File: src/rtl/pirq_pkg.sv
package pirq_pkg;
  parameter int LINE_CNT   = 4;
  parameter int LINE_IDX_W = $clog2(LINE_CNT);
  parameter int ROUTE_W    = 8;
  parameter int DEVFN_W    = 8;
  parameter int FUNC_W     = 3;
  parameter int SLOT_W     = DEVFN_W - FUNC_W;
  parameter logic [ROUTE_W-1:0] ROUTE_RESET = 8'h80;

  typedef struct packed {
    logic                  lineWr;
    logic [LINE_IDX_W-1:0] lineIdx;
    logic                  lineLvl;
    logic                  bulkWr;
    logic [LINE_CNT-1:0]   bulkLvl;
    logic                  routeWr;
    logic [LINE_IDX_W-1:0] routeIdx;
    logic [ROUTE_W-1:0]    routeVal;
  } ctrlStrobes_t;
endpackage

File: src/rtl/pirq_ctrl.sv
module pirq_ctrl
  import pirq_pkg::*;
#(
  parameter int SLOT_A    = 10,
  parameter int SLOT_B    = 11,
  parameter int SLOT_C    = 12,
  parameter int LINE_A    = 3,
  parameter int LINE_B    = 1,
  parameter int LINE_C    = 2,
  parameter int SWZ_BASE  = 18,
  parameter int SWZ_COUNT = 4
) (
  input  logic                  evtValid,
  input  logic [DEVFN_W-1:0]    evtDevFn,
  input  logic [LINE_IDX_W-1:0] evtPin,
  input  logic                  evtLevel,
  input  logic                  lineLoadValid,
  input  logic [LINE_CNT-1:0]   lineLoadLevels,
  input  logic                  cfgWrEn,
  input  logic [LINE_IDX_W-1:0] cfgWrLine,
  input  logic [ROUTE_W-1:0]    cfgWrData,
  output ctrlStrobes_t          strobes
);
  logic [SLOT_W-1:0]     slotNum;
  logic [SLOT_W-1:0]     swzOffset;
  logic [LINE_IDX_W-1:0] mappedLine;

  assign slotNum   = evtDevFn[DEVFN_W-1:FUNC_W];
  assign swzOffset = slotNum - SLOT_W'(SWZ_BASE);

  always_comb begin
    if (slotNum == SLOT_W'(SLOT_A))
      mappedLine = LINE_IDX_W'(LINE_A);
    else if (slotNum == SLOT_W'(SLOT_B))
      mappedLine = LINE_IDX_W'(LINE_B);
    else if (slotNum == SLOT_W'(SLOT_C))
      mappedLine = LINE_IDX_W'(LINE_C);
    else if (slotNum >= SLOT_W'(SWZ_BASE) && slotNum < SLOT_W'(SWZ_BASE + SWZ_COUNT))
      mappedLine = swzOffset[LINE_IDX_W-1:0] + evtPin;
    else
      mappedLine = evtPin;
  end

  always_comb begin
    strobes.bulkWr   = lineLoadValid;
    strobes.bulkLvl  = lineLoadLevels;
    strobes.lineWr   = evtValid && !lineLoadValid;
    strobes.lineIdx  = mappedLine;
    strobes.lineLvl  = evtLevel;
    strobes.routeWr  = cfgWrEn;
    strobes.routeIdx = cfgWrLine;
    strobes.routeVal = cfgWrData;
  end
endmodule

File: src/rtl/pirq_dpath.sv
module pirq_dpath
  import pirq_pkg::*;
#(
  parameter int NUM_INPUTS = 16
) (
  input  logic                  clk,
  input  logic                  rstN,
  input  ctrlStrobes_t          strobes,
  output logic [LINE_CNT-1:0]   lineState,
  output logic [NUM_INPUTS-1:0] ctrlReq
);
  localparam int IN_IDX_W = $clog2(NUM_INPUTS);

  logic [ROUTE_W-1:0]  routeByte [LINE_CNT];
  logic [LINE_CNT-1:0] routeOn;

  always_ff @(posedge clk) begin
    if (!rstN) begin
      lineState <= '0;
    end else if (strobes.bulkWr) begin
      lineState <= strobes.bulkLvl;
    end else if (strobes.lineWr) begin
      lineState[strobes.lineIdx] <= strobes.lineLvl;
    end
  end

  for (genvar l = 0; l < LINE_CNT; l++) begin : g_route
    always_ff @(posedge clk) begin
      if (!rstN)
        routeByte[l] <= ROUTE_RESET;
      else if (strobes.routeWr && strobes.routeIdx == LINE_IDX_W'(l))
        routeByte[l] <= strobes.routeVal;
    end
    assign routeOn[l] = lineState[l] && (routeByte[l] < ROUTE_W'(NUM_INPUTS));
  end

  for (genvar k = 0; k < NUM_INPUTS; k++) begin : g_req
    always_comb begin
      ctrlReq[k] = 1'b0;
      for (int l = 0; l < LINE_CNT; l++) begin
        if (routeOn[l] && routeByte[l][IN_IDX_W-1:0] == IN_IDX_W'(k))
          ctrlReq[k] = 1'b1;
      end
    end
  end
endmodule

File: src/rtl/pirq_router.sv
module pirq_router
  import pirq_pkg::*;
#(
  parameter int NUM_INPUTS = 16
) (
  input  logic                  clk,
  input  logic                  rstN,
  input  logic                  evtValid,
  input  logic [7:0]            evtDevFn,
  input  logic [1:0]            evtPin,
  input  logic                  evtLevel,
  input  logic                  lineLoadValid,
  input  logic [3:0]            lineLoadLevels,
  input  logic                  cfgWrEn,
  input  logic [1:0]            cfgWrLine,
  input  logic [7:0]            cfgWrData,
  output logic [NUM_INPUTS-1:0] ctrlReq
);
  ctrlStrobes_t        strobes;
  logic [LINE_CNT-1:0] lineState;

  pirq_ctrl u_ctrl (
    .evtValid(evtValid), .evtDevFn(evtDevFn), .evtPin(evtPin), .evtLevel(evtLevel),
    .lineLoadValid(lineLoadValid), .lineLoadLevels(lineLoadLevels),
    .cfgWrEn(cfgWrEn), .cfgWrLine(cfgWrLine), .cfgWrData(cfgWrData),
    .strobes(strobes)
  );

  pirq_dpath #(.NUM_INPUTS(NUM_INPUTS)) u_dpath (
    .clk(clk), .rstN(rstN), .strobes(strobes),
    .lineState(lineState), .ctrlReq(ctrlReq)
  );
endmodule

File: config.mk
export PLATFORM = sky130hd
export DESIGN_NAME = pirq_router
export DESIGN_NICKNAME = d
export VERILOG_FILES = /design/src/rtl/pirq_pkg.sv /design/src/rtl/pirq_ctrl.sv /design/src/rtl/pirq_dpath.sv /design/src/rtl/pirq_router.sv
export SDC_FILE = /design/constraint.sdc
export NUM_CORES = 1
export LEC_CHECK = 0
export ABC_CLOCK_PERIOD_IN_PS = 1950
export BUFFER_PORTS_ARGS = -buffer_cell sky130_fd_sc_hd__buf_4
export CAP_MARGIN = 20
export CORE_UTILIZATION = 25
export DETAILED_ROUTE_END_ITERATION = 10
export PLACE_DENSITY = 0.53
export SYNTH_ARGS = -nofsm -noshare
export SYNTH_HDL_FRONTEND = slang
export SYNTH_SLANG_ARGS = --single-unit
File: constraint.sdc
create_clock -name clk -period 1.95 [get_ports clk]
set_clock_uncertainty 0.2 [all_clocks]
set_input_delay 0.0975 -clock clk [delete_from_list [all_inputs] [get_ports clk]]
set_output_delay 0.0975 -clock clk [all_outputs]
set_load 0.005 [all_outputs]
### After elaboration in Yosys (flattened, before gate mapping)

Memory sizes are Yosys's and may differ from the RTL's.
Index checks and enable logic that the tools add are counted.

* add/subtract/negate cells: 2
* multiplexer cells: 90
* equal/unequal tests: 66
* bitwise gates (word level): 4
* reductions and logical operators: 82
* magnitude comparators: 8

Operator list (count)
* $eq A4 B4 Y1 const B: 32
* $mux W1: 78
* $logic_and A1 B1 Y1: 75
* $eq A4 B3 Y1 const B: 16
* $eq A4 B2 Y1 const B: 8
* $lt A8 B5 Y1 const B: 4
* $mux W8: 4
* $eq A4 B1 Y1 const B: 4
* $logic_not A4 Y1: 4
* $eq A5 B4 Y1 const B: 3
* $mux W2: 4
* $mux W4: 2
* $ge A5 B5 Y1 const B: 1
* $lt A5 B5 Y1 const B: 1
* $bwmux W4: 1
* $eq A2 B2 Y1 const B: 2
* $or A1 B1 Y1: 4
* $lt A2 B3 Y1 const B: 1
* $add A2 B2 Y2: 1
* $demux W1 S2: 1
* $eq A2 B1 Y1 const B: 1
* $ge A2 B1 Y1 const B: 1
* $logic_not A2 Y1: 1
* $reduce_bool A2 Y1: 1
* 2 further kinds: 2

* RAM bits: 32
* input bits: 30
* output and inout port bits: 16
* word-level logic and storage cells: 254
* flip-flop bits (word level): 4
* memories: 1

Memories
* u_dpath.routeByte: words 4, width 8, rd ports 4, clocked after Yosys merged registers in 0, write ports 4, RTL line pirq_dpath.sv:14 `logic [ROUTE_W-1:0] routeByte [LINE_CNT];`

### Longest topological paths before layout

Gate-level depths: netlist of the first run.

* depth in word-level cells: 13
* mapped depth: 6
* depth with buffers taken out: 6

### By module

Synthesis of the first run repeated with hierarchy kept, for this count alone.

* cell total of the unflattened synthesis: 244
* area, all modules: 2463.6 um^2

By module, submodules not included
* pirq_dpath: area each 2148.3 um^2, sequential area each 1041.0 um^2, instances 1, cells an instance 197
* pirq_ctrl: area each 315.3 um^2, sequential area each 0.0 um^2, instances 1, cells an instance 47

### Worst setup path after synthesis of the first run

No wires, ideal clock.

* path kind: input port to flip-flop
* start: in evtDevFn[3]
* end: reg u_dpath.lineState[3]
* required time: 1631 ps
* data arrival time: 1604 ps
* buffers on the path: 0
* slack: 27 ps
* stages: 6
* setup time: 119 ps
* path through: ha_1 > or4b_1 > a211o_1 > a41oi_4 > a31oi_1 > o221a_2

* word-level cells in the longest chain between the ends: 13
* elaborated cells on any way between the ends: 20
* classes of those cells: add/sub (2); order compare (4); eq/ne (3); mux (9); reduce/logical (2)

RTL lines
* from (decl): RTL line pirq_router.sv:9 `input logic [7:0] evtDevFn,`
* $sub A2 B2 Y2 (tied with other cells): RTL line pirq_ctrl.sv:29 `assign swzOffset = slotNum - SLOT_W'(SWZ_BASE);`
* $add A2 B2 Y2 / $logic_and A1 B1 Y1 (equally long branches): RTL line pirq_ctrl.sv:39, pirq_ctrl.sv:38
* $mux W2: RTL line pirq_ctrl.sv:38 `else if (slotNum >= SLOT_W'(SWZ_BASE) && slotNum < SLOT_W'(SWZ_BASE + SWZ_COUNT))`
* $mux W2: RTL line pirq_ctrl.sv:36 `else if (slotNum == SLOT_W'(SLOT_C))`
* $mux W2: RTL line pirq_ctrl.sv:34 `else if (slotNum == SLOT_W'(SLOT_B))`
* $mux W2 *: RTL line pirq_ctrl.sv:32 `if (slotNum == SLOT_W'(SLOT_A))`
* $lt A2 B3 Y1 (implied by the code) / $ge A2 B1 Y1 (equally long branches): RTL line pirq_dpath.sv:23 `lineState[strobes.lineIdx] <= strobes.lineLvl;`
* $logic_and A1 B1 Y1 (implied by the code): RTL line pirq_dpath.sv:23
* $mux W1 (implied by the code): RTL line pirq_dpath.sv:23
* $demux W1 S2 *
* $bwmux W4 *: RTL line pirq_dpath.sv:23
* $mux W4 *: RTL line pirq_dpath.sv:22 `end else if (strobes.lineWr) begin`
* $mux W4 *: RTL line pirq_dpath.sv:20 `end else if (strobes.bulkWr) begin`
* to (signal assigned): RTL line pirq_dpath.sv:21 `lineState <= strobes.bulkLvl;`
* to (signal, indexed assignment): RTL line pirq_dpath.sv:23
* to (decl): RTL line pirq_dpath.sv:9 `output logic [LINE_CNT-1:0] lineState,`

Mark *: on every way between the ends. The rest lies on a longest branch, timed or not. The select of a mux whose other input is x is not followed.
A chain may end at the register's enable or synchronous reset.

==> results of run 1 <==
worst min path at each step:
stage / start / endpoint / slack [ns]
after global placement: lineLoadLevels[3] / u_dpath.lineState[3] / 0.18
after detailed placement: lineLoadLevels[3] / u_dpath.lineState[3] / 0.18
final: lineLoadLevels[2] / u_dpath.lineState[2] / 0.03
after floorplan: cfgWrData[7] / u_dpath.routeByte[0][7] / 0.08
after global routing: cfgWrLine[1] / u_dpath.routeByte[3][7] / 0.08
after CTS: lineLoadLevels[2] / u_dpath.lineState[2] / 0.02
critical path, delay by kind of cell (launching register included):
family | cells | cell delay, ns
DFF | 1 | 0.38
buffers and inverters | 2 | 0.32
AOI/OAI and AO/OA | 2 | 0.17
and+or+nand+nor | 3 | 0.71
per-stage QoR:
| stage | instance area [um2] | power (mW) |
|---|---|---|
| 2_1_floorplan | 2260 | 1.08 |
| 5_1_grt | 3250 | 1.80 |
| 3_5_place_dp | 2840 | 1.22 |
| 6_report | 3250 | 1.73 |
| 4_1_cts | 3200 | 1.74 |
| 3_3_place_gp | 2840 | 1.21 |
report_power, final:
| part | internal [mW] | switching [mW] |
|---|---|---|
| sequential | 0.900 | 0.0608 |
| combinational | 0.144 | 0.144 |
| clock | 0.250 | 0.235 |
sequential cells by signal, summed over array words and instances (netlist names):
name and flops:
u_dpath.lineState 4, u_dpath.routeByte 32
area by class of cell:
cell class              instances  area (um2)
clock buffers                   7        76.3
well taps                     108         135
inverters                      10        37.5
multi-input cells             182        1290
fillers                       865        5470
repair buffers                 81         662
clock inverters                 1        5.00
flip-flops and latches         36        1040
per-layer routing:
layer	routed length [um]	vias up
li1	-	1053
met1	2650	1001
met2	3210	52
met3	235	8
met4	84	0
met5	0	-
synth_stat cells (2+ instances only):
cell type and n:
a21oi_1 4, edfxtp_1 32, a31oi_1 4, and3_1 2
a211o_1 3, and2_1 30, nand2_1 25, clkbuf_1 2
nor3_1 4, nand3_1 5, nand4_1 4, a22oi_1 8
o221ai_1 6, nor3b_1 5, nor2b_1 10, nor2_1 15
and2b_1 2, nand2b_1 4, inv_1 10, dfxtp_1 4
o31ai_1 2, o211ai_1 5, o21ai_0 8, or3_1 6
a32oi_1 5, nor4_1 4
kinds of logic after synthesis:
group / after synthesis / share of synthesized area [%]
fa+ha+maj: 1 / 0.553
simple gates: 123 / 30.5
xor+xnor: 1 / 0.387
compound gates: 57 / 20.2
flops: 36 / 46.0
buf+inv: 13 / 2.32
what timing repair did:
item	in CTS	in global routing
setup endpoints to repair	16	16
pin swaps	6	5
setup buffers	3	0
endpoints found under the hold margin	36	0
gates resized for setup	21	11
hold buffers	17	0
==> impl_metrics.json, run 1 <==
{
  "nNetsFinal": 347,
  "dp_slack_ns": -0.137,
  "final_cell_mix": "buf_4, edfxtp_1, and2_1, nand2_1, dlygate4sd3_1",
  "grt_pass1_wl_um": 10200,
  "slew_headroom_pct": 70.3,
  "routedWlPerCell_um": 14.5,
  "async_flop_share_pct": 0,
  "clock_latency_ns": 0.28,
  "htreeDepth": 2,
  "rsz0062_at_grt": "true",
  "ys_ff_latch": 36,
  "rrSetupSlack_ns": 0.80,
  "final_layout_size_suffix_gt1_share_pct": 32.5,
  "grt_max_degree": 12,
  "drc_errors": 0,
  "via_per_inst": 4.97,
  "chipWidth_um": 97.1,
  "p_leak_nw": 1.27,
  "hold_depth": 4,
  "via_count": 2114,
  "gp_congestion": 0.817,
  "worst-setup-path-type": "reg -> out",
  "synth_top_area_cell": "edfxtp_1",
  "die_h_um": 97.1,
  "status": "finished, violations left",
  "initial_core_util_pct": 25.9,
  "dieArea_mm2": 0.00943,
  "finalHoldViolations": 0,
  "core.rowCount": 34,
  "cts_sinks": 36,
  "final_core_util_pct": 37.3,
  "startpoint_type": "flop",
  "drv_slew": 0,
  "n_antenna_cell": 0,
  "cp-end-kind": "output pin",
  "first_pass_iters": 4,
  "worstPathCellList": "nor4_2 -> buf_4 -> nand4_1 -> nor2b_1 -> a31oi_1 -> o221ai_1 -> buf_4",
  "timing.fmax_mhz": 461,
  "area_growth_pct": 43.7,
  "busiest_layer": "met2",
  "cp.arrival_ns": 1.87,
  "initialDrtViolationCount": 85,
  "totalWireLength_um": 6180,
  "synth_edf_count": 32,
  "syn_inst": 231,
  "grt_pass1_vias": 2229,
  "met2_usage_pct": 23.7,
  "yosysWarnings": 0,
  "cpMaxStageDelayCell": "edfxtp_1",
  "drv_cap": 0,
  "timing.rr.start": "u_dpath.lineState[2]",
  "cts-root-buf": "clkbuf_8",
  "antenna_left": 0,
  "hold_path_class": "in -> reg",
  "layout_commonest_cell": "buf_4",
  "r2r_end": "u_dpath.lineState[2]",
  "numCtsBuffers": 5,
  "ys.flop_type": "edfxtp_1",
  "use_met3_pct": 2.37,
  "ir_drop_mv": 0.387,
  "portBuffers": 42,
  "grt_overflow": 0,
  "dp_hpwl_um": 4750,
  "cp-startpoint": "u_dpath.routeByte[0][7]",
  "synth_area_mm2": 0.00226,
  "fin_crit_sh_pct": 111,
  "use_met1_pct": 15.9,
  "tritoncts": "built",
  "fin_setup_tns_ns": -2.39,
  "ys_seq_area_share_pct": 46.0,
  "clockBufferDepth": 2,
  "grt_use_total_pct": 13.3,
  "hold-worst-slack_ns": 0.0269,
  "tightest_slew_ns": 0.446,
  "syn_avg_cell_area_um2": 9.79,
  "synth.area.top_cells": "edfxtp_1, and2_1, nand2_1, dfxtp_1, nor2b_1",
  "antenna_found_initial": 0,
  "power_density_mw_per_mm2": 534,
  "place_inst": 397,
  "r2r_cells": 2,
  "netlist.area_leader.share_pct": 42.5,
  "ys_types": 48,
  "fin_cells": 425,
  "cpMostUsedCell": "buf_4",
  "coreArea_mm2": 0.00872,
  "violations": "setup timing",
  "fin_ws_ns": -0.219,
  "critPathMaxFanout": 4,
  "worstSetupEndpoint": "ctrlReq[14]",
  "cpPeakStageDelay_ns": 0.38,
  "crit_required_ns": 1.65,
  "finalSetupViolCount": 16,
  "finalCriticalPeriod_ns": 2.17,
  "pin_count": 46,
  "synth.net_count": 262,
  "path_clk_slew_ns": 0.07
}
Note: power is estimated with default switching activity, not from simulation.
==> run 2, diff against run 1 <==
--- a/config.mk
+++ b/config.mk
@@ -13,4 +13,5 @@
 export PLACE_DENSITY = 0.53
 export SYNTH_ARGS = -nofsm -noshare
 export SYNTH_HDL_FRONTEND = slang
+export SYNTH_HIERARCHICAL = 1
 export SYNTH_SLANG_ARGS = --single-unit
==> run 2 against run 1 <==
  * The flow still finishes with violations (setup timing)
  * Critical path depth down 1
  * Clock-buffer cell count shrank 2
  * Largest cell class unchanged
  * Highest routed layer unchanged
  * Critical endpoint is now ctrlReq[13]
  * Non-clock buffer count fell by 5
  * Synthesized area increased by 8.9%
  * Clock power grew 0.8%
  * Sequential share of layout area is 0.93 points lower
  * Cell count is 2.4% higher
==> impl_metrics.json, run 2 <==
{
  "status": "finished, violations left",
  "violations": "setup timing",
  "r2r_end": "u_dpath/lineState[0]",
  "hold-worst-slack_ns": 0.0480,
  "ys_types": 54,
  "top_register": "u_dpath/routeByte",
  "crit_required_ns": 1.65,
  "yosys-top-cells-count": "edfxtp_1, and2_1, buf_4, nor2_1, nand2_1",
  "clock_latency_ns": 0.28,
  "top_regs": "u_dpath/routeByte: 32 flops, u_dpath/lineState: 4 flops",
  "grt_max_degree": 12,
  "layout_commonest_cell": "buf_4",
  "area_growth_pct": 35.9,
  "grt_overflow": 0,
  "grt_pass1_wl_um": 9620,
  "async_flop_share_pct": 0,
  "critPathTopFamily": "simple AND/OR/NAND/NOR gates",
  "synth_area_mm2": 0.00246,
  "gp_congestion": 0.833,
  "yosysWarnings": 6,
  "drv_cap": 0,
  "initial_core_util_pct": 26.3,
  "netlist.area_leader.share_pct": 39.0,
  "timing.rr.start": "u_dpath/lineState[0]",
  "fin_cells": 435,
  "pin_count": 46,
  "via_per_inst": 4.79,
  "n_antenna_cell": 0,
  "grt_use_total_pct": 12.1,
  "finalCriticalPeriod_ns": 2.10,
  "ys.flop_type": "edfxtp_1",
  "antenna_left": 0,
  "worstPathCellList": "nor3b_4 -> buf_6 -> and4b_4 -> a32oi_2 -> o221ai_1 -> buf_4",
  "cts_sinks": 36,
  "synth.area.top_cells": "edfxtp_1, and2_1, buf_4, dfxtp_1, a22oi_1",
  "path_clk_slew_ns": 0.07,
  "coreArea_mm2": 0.00937,
  "grt_pass1_vias": 2042,
  "synth.net_count": 275,
  "cts-root-buf": "clkbuf_8",
  "dp_hpwl_um": 4690,
  "fin_ws_ns": -0.148,
  "finalSetupViolCount": 15,
  "hold_depth": 3,
  "cpPeakStageDelay_ns": 0.42,
  "dieArea_mm2": 0.0103,
  "ir_drop_mv": 0.277,
  "finalHoldViolations": 0,
  "ys_seq_area_share_pct": 42.3,
  "nNetsFinal": 336,
  "fin_setup_tns_ns": -0.858,
  "rsz0062_at_grt": "true",
  "tightest_slew_ns": 0.416,
  "via_count": 2082,
  "portBuffers": 42,
  "cp-end-kind": "output pin",
  "min_from": "cfgWrLine[1]",
  "hold_path_class": "in -> reg",
  "startpoint_type": "flop",
  "regArea_mm2": 0.00104,
  "final_layout_size_suffix_gt1_share_pct": 35.6,
  "first_pass_iters": 4,
  "synth_top_area_cell": "edfxtp_1",
  "cp_num_buf_inv": 2,
  "htreeDepth": 2,
  "core.rowCount": 35,
  "final_cell_mix": "buf_4, edfxtp_1, and2_1, dlygate4sd3_1, nor2_1",
  "critPathMaxFanout": 4,
  "power_mw": 1.75,
  "p_leak_nw": 1.26,
  "syn_inst": 244,
  "syn_avg_cell_area_um2": 10.1,
  "antenna_found_initial": 0,
  "drc_errors": 0,
  "r2r_cells": 2,
  "power_density_mw_per_mm2": 523,
  "drv_slew": 0,
  "slew_headroom_pct": 72.2,
  "timing.fmax_mhz": 477,
  "largest_reg_flops": 32,
  "tritoncts": "built",
  "place_inst": 407,
  "clockBufferDepth": 2,
  "hold_path_end": "u_dpath/routeByte[3][7]",
  "routedWlPerCell_um": 14.1,
  "yosysMostFrequentCell": "edfxtp_1",
  "totalWireLength_um": 6130,
  "initialDrtViolationCount": 55,
  "chipWidth_um": 101,
  "fin_crit_sh_pct": 108,
  "rrSetupSlack_ns": 1.09,
  "numCtsBuffers": 5,
  "synth_edf_count": 32,
  "cp.arrival_ns": 1.80,
  "worst-setup-path-type": "reg -> out",
  "num-fill-cells": 970,
  "cpMaxStageDelayCell": "edfxtp_1",
  "multiInputGateArea_mm2": 0.00141,
  "die_h_um": 101,
  "ys_ff_latch": 36
}
[run 2: cells by family after synthesis]
group                    synth area share (%)
AND/OR/NAND/NOR                          31.3
AO/OA/AOI/OAI                            17.0
flip-flops                               42.3
buffers and inverters                    7.31
multiplexers                             1.63
adder cells (fa/ha/maj)                 0.508
[run 2: how the worst max path moves through the flow]
stage | from | end | slack (ns) | cells after the start
5_1_grt | u_dpath/routeByte[2][6] | ctrlReq[13] | -0.20 | 6
4_1_cts | u_dpath/routeByte[2][7] | ctrlReq[14] | -0.07 | 6
6_report | u_dpath/routeByte[2][6] | ctrlReq[13] | -0.15 | 6
3_3_place_gp | evtDevFn[3] | u_dpath/lineState[0] | -0.10 | 8
3_5_place_dp | evtDevFn[3] | u_dpath/lineState[0] | -0.12 | 8
2_1_floorplan | evtDevFn[7] | u_dpath/lineState[0] | 0.09 | 8
[run 2: layer usage]
metal  part of all wire, %  track usage (%)
met2                    49             21.4
met1                    46             15.2
met3                   4.3             2.00
met4                  0.55             3.79
met5                     0                0
[run 2: worst register-to-register path, stage by stage, from the launching register on]
cell     delay, ns
dfxtp_1       0.33
mux2i_1       0.13
a21oi_1       0.08
[run 2: cell type report]
| type | count | share of cell area [%] |
|---|---|---|
| sequential | 36 | 31.1 |
| inverter | 8 | 0.897 |
| tap | 129 | 4.82 |
| clock inverter | 3 | 0.411 |
| clock buffer | 5 | 2.06 |
| timing repair buffer | 76 | 18.7 |
| multi-input combinational | 178 | 42.0 |
[run 2: metrics by stage]
stage                     setup WS [ns]  instance area (um2)  util (%)
after floorplan                  0.0912                 2460         -
after global placement           -0.103                 2900      30.9
after detailed placement         -0.120                 2900      30.9
after CTS                       -0.0725                 3260      34.8
after global routing             -0.202                 3350      35.7
final                            -0.148                 3350      35.7
[run 2: report_power, final]
| group | total, mW | internal, mW | switching, mW | leakage (nW) |
|---|---|---|---|---|
| clock | 0.489 | 0.242 | 0.247 | 0.0453 |
| sequential | 0.964 | 0.900 | 0.0644 | 0.348 |
| combinational | 0.296 | 0.150 | 0.147 | 0.864 |
[run 2: timing repair]
action                                  CTS  global route
hold endpoints to repair                 36             0
pin swaps                                16            17
setup buffers                             3             1
hold buffers                             16             0
endpoints found under the setup margin   16            16
gates resized for setup                  22            18
==> run 3, diff against run 2 <==
--- a/config.mk
+++ b/config.mk
@@ -5,12 +5,12 @@
 export SDC_FILE = /design/constraint.sdc
 export NUM_CORES = 1
 export LEC_CHECK = 0
-export ABC_CLOCK_PERIOD_IN_PS = 1950
+export ABC_CLOCK_PERIOD_IN_PS = 2300
 export BUFFER_PORTS_ARGS = -buffer_cell sky130_fd_sc_hd__buf_4
 export CAP_MARGIN = 20
 export CORE_UTILIZATION = 25
 export DETAILED_ROUTE_END_ITERATION = 10
-export PLACE_DENSITY = 0.53
+export PLACE_DENSITY = 0.51
 export SYNTH_ARGS = -nofsm -noshare
 export SYNTH_HDL_FRONTEND = slang
 export SYNTH_HIERARCHICAL = 1
==> constraint.sdc (replaced) <==
create_clock -name clk -period 2.3 [get_ports clk]
set_clock_uncertainty 0.2 [all_clocks]
set_input_delay 0.115 -clock clk [delete_from_list [all_inputs] [get_ports clk]]
set_output_delay 0.115 -clock clk [all_outputs]
set_load 0.005 [all_outputs]
==> run 3 against run 2 <==
  * The run now ends clean
  * Via count down 0.72%
  * Clock-buffer cell count grew 2
  * Cell count down 1.8%
  * Non-clock buffer count decreased by 8
  * Utilization is 2.3 points lower
  * Sequential cell count did not move
  * Power down 17%
  * Sequential power fell by 16%
  * Die area did not move
  * Combinational power shrank 21%
  * Clock power decreased by 16%
  * Highest routed layer unchanged
==> impl_metrics.json, run 3 (synthesis results as in run 2) <==
{
  "cts-root-buf": "clkbuf_8",
  "clock_latency_ns": 0.28,
  "p_switching_uw": 363,
  "worst-setup-path-type": "in -> reg",
  "path_clk_slew_ns": 0.07,
  "area_growth_pct": 27.2,
  "coreArea_mm2": 0.00937,
  "fin_crit_sh_pct": 98.4,
  "top_register": "u_dpath/routeByte",
  "via_count": 2067,
  "first_pass_iters": 4,
  "numCtsBuffers": 5,
  "final_layout_size_suffix_gt1_share_pct": 23.5,
  "num-fill-cells": 995,
  "regArea_mm2": 0.00104,
  "power_mw": 1.46,
  "grt_use_total_pct": 12.6,
  "grt_pass1_wl_um": 9830,
  "tritoncts": "built",
  "min_from": "cfgWrLine[1]",
  "multiInputGateArea_mm2": 0.00125,
  "nNetsFinal": 328,
  "hold_path_class": "in -> reg",
  "initial_core_util_pct": 26.3,
  "timing.fmax_mhz": 442,
  "drv_slew": 0,
  "grt_pass1_vias": 2026,
  "final_core_util_pct": 33.4,
  "largest_reg_flops": 32,
  "switching_share_pct": 24.9,
  "finalCriticalPeriod_ns": 2.26,
  "finalSetupViolCount": 0,
  "final_cell_mix": "buf_4, edfxtp_1, and2_1, dlygate4sd3_1, nor2_1",
  "timing.rr.start": "u_dpath/lineState[3]",
  "portBuffers": 42,
  "layout_commonest_cell": "buf_4",
  "grt_max_degree": 12,
  "seq_power_share_pct": 55.7,
  "rsz0062_at_grt": "true",
  "clkPwrFrac_pct": 28.2,
  "dieArea_mm2": 0.0103,
  "status": "finished clean",
  "ir_drop_mv": 0.225,
  "top_regs": "u_dpath/routeByte: 32 flops, u_dpath/lineState: 4 flops",
  "fin_setup_tns_ns": 0,
  "core.rowCount": 35,
  "cts_sinks": 36,
  "finalHoldViolations": 0,
  "crit_required_ns": 2.27,
  "dp_hpwl_um": 4630,
  "cp-end-kind": "flop",
  "power_density_mw_per_mm2": 465,
  "cp.arrival_ns": 2.24,
  "internal_power_mw": 1.09,
  "pin_count": 46,
  "drc_errors": 0,
  "routedWlPerCell_um": 14.0,
  "n_antenna_cell": 0,
  "cp-startpoint": "lineLoadValid",
  "gp_congestion": 0.782,
  "grt_overflow": 0,
  "tightest_slew_ns": 0.426,
  "clockBufferDepth": 2,
  "antenna_left": 0,
  "via_per_inst": 4.84,
  "chipWidth_um": 101,
  "p_comb_share_pct": 16.1,
  "drv_cap": 0,
  "antenna_found_initial": 0,
  "p_leak_nw": 1.16,
  "initialDrtViolationCount": 110,
  "htreeDepth": 2,
  "die_h_um": 101,
  "critPathMaxFanout": 8,
  "startpoint_type": "input pin",
  "totalWireLength_um": 5960,
  "slew_headroom_pct": 71.5
}
run 3: cell count changes in the layout (fill, tap and decap cells not counted), sizes merged:
cell	change
clkinv	-2
clkbuf	+2
clkinvlp	+1
inv	-1
dlygate4sd3	+5
buf	-13
run 3: power groups by stage:
stage | Clock [mW] | Sequential, mW | Combinational (mW)
after floorplan | 0 | 0.807 | 0.146
after global placement | 0 | 0.823 | 0.195
after detailed placement | 0 | 0.825 | 0.200
after CTS | 0.424 | 0.811 | 0.230
after global routing | 0.450 | 0.820 | 0.261
final | 0.410 | 0.811 | 0.235
run 3: timing repair:
item	CTS	global route
setup endpoints to repair	0	4
setup buffers	0	1
hold buffers	21	0
gates resized for setup	0	6
endpoints found under the hold margin	36	0
run 3: worst paths after layout:
check | to | slack, ns | cells after the start
max | u_dpath/lineState[3] | 0.04 | 7
min reg2reg | u_dpath/lineState[0] | 0.37 | 2
min | u_dpath/routeByte[3][7] | 0.08 | 3
max reg2reg | u_dpath/lineState[3] | 0.91 | 3
run 3: per-stage QoR:
| step | hold WS [ns] | instances | cell area, um2 | worst slack, ns |
|---|---|---|---|---|
| 6_report | 0.0759 | 427 | 3130 | 0.0361 |
| 5_1_grt | 0.0880 | 427 | 3130 | -0.0124 |
| 4_1_cts | 0.0562 | 426 | 3110 | 0.0506 |
| 3_5_place_dp | 0.191 | 397 | 2820 | 0.228 |
| 3_3_place_gp | 0.194 | 397 | 2820 | 0.221 |
| 2_1_floorplan | 0.174 | 244 | 2460 | 0.424 |
run 3: final cells by class:
type                    count  share of cell area [%]
inverters                   8                    1.08
well taps                 129                    5.15
repair buffers             68                    18.0
clock inverters             1                   0.120
multi-input cells         178                    40.0
flip-flops and latches     36                    33.2
clock buffers               7                    2.44
run 3: per-layer routing:
metal	track usage, %	up-vias	wire length, um
li1	-	1024	-
met1	16.9	981	2790
met4	3.68	0	25
met3	2.21	2	323
met5	0	-	0
met2	20.8	60	2830
run 3: critical path: stages:
cell	delay (ns)
dlygate4sd3_1	0.53
buf_4	0.12
clkinvlp_4	0.15
o21ai_1	0.17
dlygate4sd3_1	0.56
a21oi_1	0.04
dlygate4sd3_1	0.55
